==> src/rtl/ksa_sched.sv <==
module ksa_sched #(
  parameter int CNT_W = 16
) (
  input  logic             clk,
  input  logic             rst_n,
  input  logic             start,
  input  logic [23:0]      key,
  output logic [7:0]       mem_addr,
  output logic [7:0]       mem_wdata,
  output logic             mem_we,
  input  logic [7:0]       mem_rdata,
  output logic             done,
  output logic [CNT_W-1:0] cycles
);

  localparam logic [7:0] LAST = 8'hFF;

  typedef enum logic [3:0] {
    IDLE, FILL, RD_I, WT_I, GET_J, RD_J, WT_J, WR_I, WR_J, NEXT, FIN
  } st_t;

  st_t        st;
  logic [7:0] i, j, si, kb;
  logic [1:0] sel;
  logic       busy;

  always_comb begin
    case (sel)
      2'd0:    kb = key[7:0];
      2'd1:    kb = key[15:8];
      default: kb = key[23:16];
    endcase
  end

  assign busy     = (st != IDLE);
  assign done     = (st == FIN);
  assign mem_we   = (st == FILL) || (st == WR_I) || (st == WR_J);
  assign mem_addr = (st == RD_J || st == WT_J || st == WR_J) ? j : i;

  always_comb begin
    case (st)
      WR_I:    mem_wdata = mem_rdata;
      WR_J:    mem_wdata = si;
      default: mem_wdata = i;
    endcase
  end

  always_ff @(posedge clk or negedge rst_n) begin
    if (!rst_n) begin
      st     <= IDLE;
      i      <= '0;
      j      <= '0;
      si     <= '0;
      sel    <= '0;
      cycles <= '0;
    end else begin
      if (busy) cycles <= cycles + 1'b1;
      case (st)
        IDLE: if (start) begin
          i      <= '0;
          j      <= '0;
          sel    <= '0;
          cycles <= '0;
          st     <= FILL;
        end
        FILL: begin
          i <= i + 1'b1;
          if (i == LAST) st <= RD_I;
        end
        RD_I:  st <= WT_I;
        WT_I:  st <= GET_J;
        GET_J: begin
          si <= mem_rdata;
          j  <= j + mem_rdata + kb;
          st <= RD_J;
        end
        RD_J:  st <= WT_J;
        WT_J:  st <= WR_I;
        WR_I:  st <= WR_J;
        WR_J:  st <= NEXT;
        NEXT: begin
          if (i == LAST) st <= FIN;
          else begin
            i   <= i + 1'b1;
            sel <= (sel == 2'd2) ? 2'd0 : sel + 1'b1;
            st  <= RD_I;
          end
        end
        FIN:     st <= IDLE;
        default: st <= IDLE;
      endcase
    end
  end

endmodule


==> config.mk <==
export PLATFORM = sky130hd
export DESIGN_NAME = ksa_sched
export DESIGN_NICKNAME = d
export VERILOG_FILES = /design/src/rtl/ksa_sched.sv
export SDC_FILE = /design/constraint.sdc
export NUM_CORES = 1
export LEC_CHECK = 0
export CAP_MARGIN = 15
export CORE_MARGIN = 2
export CORE_UTILIZATION = 64
export DETAILED_ROUTE_END_ITERATION = 8
export DONT_BUFFER_PORTS = 1
export PLACE_DENSITY = 0.79
export SLEW_MARGIN = 30
export SYNTH_ARGS = -nofsm -noshare
export SYNTH_HDL_FRONTEND = slang
export SYNTH_SLANG_ARGS = --single-unit
export TNS_END_PERCENT = 30
==> constraint.sdc <==
create_clock -name clk -period 4.1 [get_ports clk]
set_input_delay 0.82 -clock clk [delete_from_list [all_inputs] [get_ports clk]]
set_output_delay 0.82 -clock clk [all_outputs]
set_load 0.02 [all_outputs]
==> results.md <==
- Slowest CP cell: dfrtp_1
- Worst Tran Pin Value: slightly below 1 ns
- Pre-antenna DRT Iters: 4
- Finish-stage setup viols: 0
- Met1 usage: between 30% and 40%
- Max cap viols: 0
- Count of cell types in the netlist: 48
- Vias per inst: roughly 6.3
- Post-CTS setup buffer count: 0
- Die area: about 5300 um^2
- Clock Pin Slew Worst Setup and Hold Paths: 0.08 ns
- Core area: between 4000 and 5000 um^2
- Worst Setup End Kind: flop
- Die height: roughly 73 um
- Sequential fraction of the synthesis area: between 30% and 40%
- Met2 usage: about 42%
- CP peak stage delay: slightly below 0.7 ns
- Worst path buffer plus inverter count: 1
- Critical Path Stages: 11
- CP Launch Type: flop
- Clock latency on the worst-skew pair: 0.29 ns
- Final Hold Viols: 0
- Gp weighted congestion: ~0.86
- Req. time, crit path: approximately 4.3 ns
- Maximum fanout along the worst path: 10
- # IOs: just under 70
- Multi-input logic area: 1737 um^2
- Worst Path Arrival: approximately 3.5 ns
- PostCTS Resize Cnt: 0
- Via count of the first global-routing pass: around 2300
- Grt met3 use: between 6 and 7%
- Most frequent cells in the layout: nand2_1, dfrtp_1, o21ai_0
- Final Util: 70.10%
- WL final: 6.410 mm
- CP Class: reg -> reg
- Num CTS Buffers: 5
- Max H-tree Level: 2
- Area leader, netlist: dfrtp_1
- Clk_skew: approximately 0.0029 ns
- Area Overhead vs Synth: 3.106%
- Final period util: 80.75%
- Pin count of the biggest net entering global routing: 47
- Mapped Nets: about 380
- Via count: approximately 2400
- Max_slew headroom: between 30% and 40%
- Clock root cell: clkbuf_8
- Cells on worst reg2reg path: 11
- Placed cell area: between 3000 and 4000 um^2
- Drt drc: 0
- FP Rows: 24
- FILL cells: roughly 400
- Register area: about 1200 um^2
- Max clock buf depth: 2
- Asr flop ratio synth: 100.0%
- First-pass GRT wire length: 10.36 mm
- Post-synth EDFFs: 0
- Leakage: ~1.3 nW
- Most frequent CP cell: fa_1
- Max Freq: ~300 MHz
- GRT Util Overall: approximately 25%
- Grt ovf: 0
- Number of antenna violations at the first check in global routing: 0
- Area share of the largest cell type after synthesis: 38.10%
- Area contributors post-synth: dfrtp_1, nand2_1, mux2_2
- IO buf count: 0
- Finished layout cell area: between 3000 and 4000 um^2
- Share of layout cells above drive strength 1: a little under a tenth
- Crit path max-delay family: adder cells
- Main synth FF type: dfrtp_1
- Diodes inserted: 0
- Busiest grt layer: met2
- DR iter-0 viols: around 150
- Antenna Nets Post-Route: 0
- Post-layout min period: 3.311 ns
- CTS tree: built
- Crit-path cells: mux2i_1 -> o21ai_0 -> fa_1 -> ha_1 -> inv_1 -> fa_1 -> nand2b_1 -> a21o_1 -> a311oi_1 -> o31ai_1 -> a21bo_2
- Status: finished clean
- Post-Syn Area: 3022 um^2
- Hold Crit Class: in -> async
- Synth warn: 0
- Final Power: 0.9639 mW
- Hold Buf Count CTS: 0
- Final net count: 369
- Yosys reg bits: between 40 and 50
- WL per Instance: between 15 and 20 um
- P per Cell Area: a little over 300 nW/um^2
- Cells after Synth: around 330
- Slew Limit Fails: 0
- Initial core utilization: 67.99%
- RSZ-0062 raised after global routing: false
- Maximum vdd ir drop: 0.2196 mV
- Die span in x: 72.71 um
- TNS Setup: 0 ns
- Dpl hpwl: around 4.8 mm
- Sink Count: 46
- Synth Area per Inst: around 9.3 um^2
## Yosys cell counts, drive strengths merged, types with 2 or more instances
cell type and count:
dfrtp 46, a311oi 2, mux2 15, xnor2 7, nor3b 4, and3 2, inv 17, nor3 7
nand3b 2, fa 8, a21o 2, o21ai 28, nand2 46, clkbuf 10, a21oi 8, o31ai 6
nand2b 3, nor2 16, nand3 19, a22oi 7, nor4 2, o211ai 5, buf 6, nand4 4
or3 5, xor2 4, nor2b 2, and2 2, ha 8, or2 3, or4 2, mux2i 14
a22o 2
## per-stage QoR
stage	setup slack, ns	hold WS, ns	instances
after floorplan	0.9479	0.4503	326
after global placement	0.8391	0.4667	363
after detailed placement	0.7763	0.4751	363
after CTS	0.7915	0.2116	371
after global routing	0.5825	0.1987	371
final	0.7893	0.2149	371
## cells by family after synthesis
logic type | count (synthesis) | share of synthesized area, %
adder cells (fa/ha/maj) | 16 | 8.613
multiplexers | 29 | 10.23
flip-flops | 46 | 38.10
AO/OA/AOI/OAI | 68 | 14.74
buffers and inverters | 33 | 4.431
XOR/XNOR | 11 | 3.188
AND/OR/NAND/NOR | 123 | 20.70
## path summary, 6_finish.rpt
path / startpoint / end / slack, ns
min in group clk: si[6]$_DFFE_PN0P_ / si[6]$_DFFE_PN0P_ / 0.50
min reg2reg: si[6]$_DFFE_PN0P_ / si[6]$_DFFE_PN0P_ / 0.50
max reg2reg: sel[0]$_DFFE_PN0P_ / j[7]$_DFFE_PN0P_ / 0.79
max: sel[0]$_DFFE_PN0P_ / j[7]$_DFFE_PN0P_ / 0.79
max in group asynchronous: rst_n / cycles[3]$_DFF_PN0_ / 3.79
min: rst_n / cycles[4]$_DFF_PN0_ / 0.21
## sequential cells by signal, summed over array words and instances (netlist names)
name,count
sel,2
st,4
cycles,16
si,8
j,8
i,8
## worst register-to-register path, stage by stage, from the launching register on
cell and delay, ns:
dfrtp_1 0.68, mux2i_1 0.24, o21ai_0 0.11, fa_1 0.51, ha_1 0.17, inv_1 0.06, fa_1 0.39, nand2b_1 0.18
a21o_1 0.20, a311oi_1 0.32, o31ai_1 0.12, a21bo_2 0.24
## cell type report
type,count,area share [%]
Timing Repair Buffer,1,0.2410
Tap cell,52,2.088
Multi-Input combinational cell,247,55.74
Clock buffer,7,2.771
Inverter,17,2.048
Clock inverter,1,0.1606
Sequential cell,46,36.95
## metal layers
layer | share of wire [%] | up-vias
met5 | 0 | -
met4 | 0.94 | 0
met3 | 5.7 | 8
met2 | 51 | 79
met1 | 43 | 1121
li1 | - | 1143
## power breakdown
part	switching (mW)	total, mW	internal (mW)
clock	0.145	0.281	0.136
combinational	0.102	0.194	0.0922
sequential	0.0170	0.488	0.472
(Power assumes the default switching activity.)
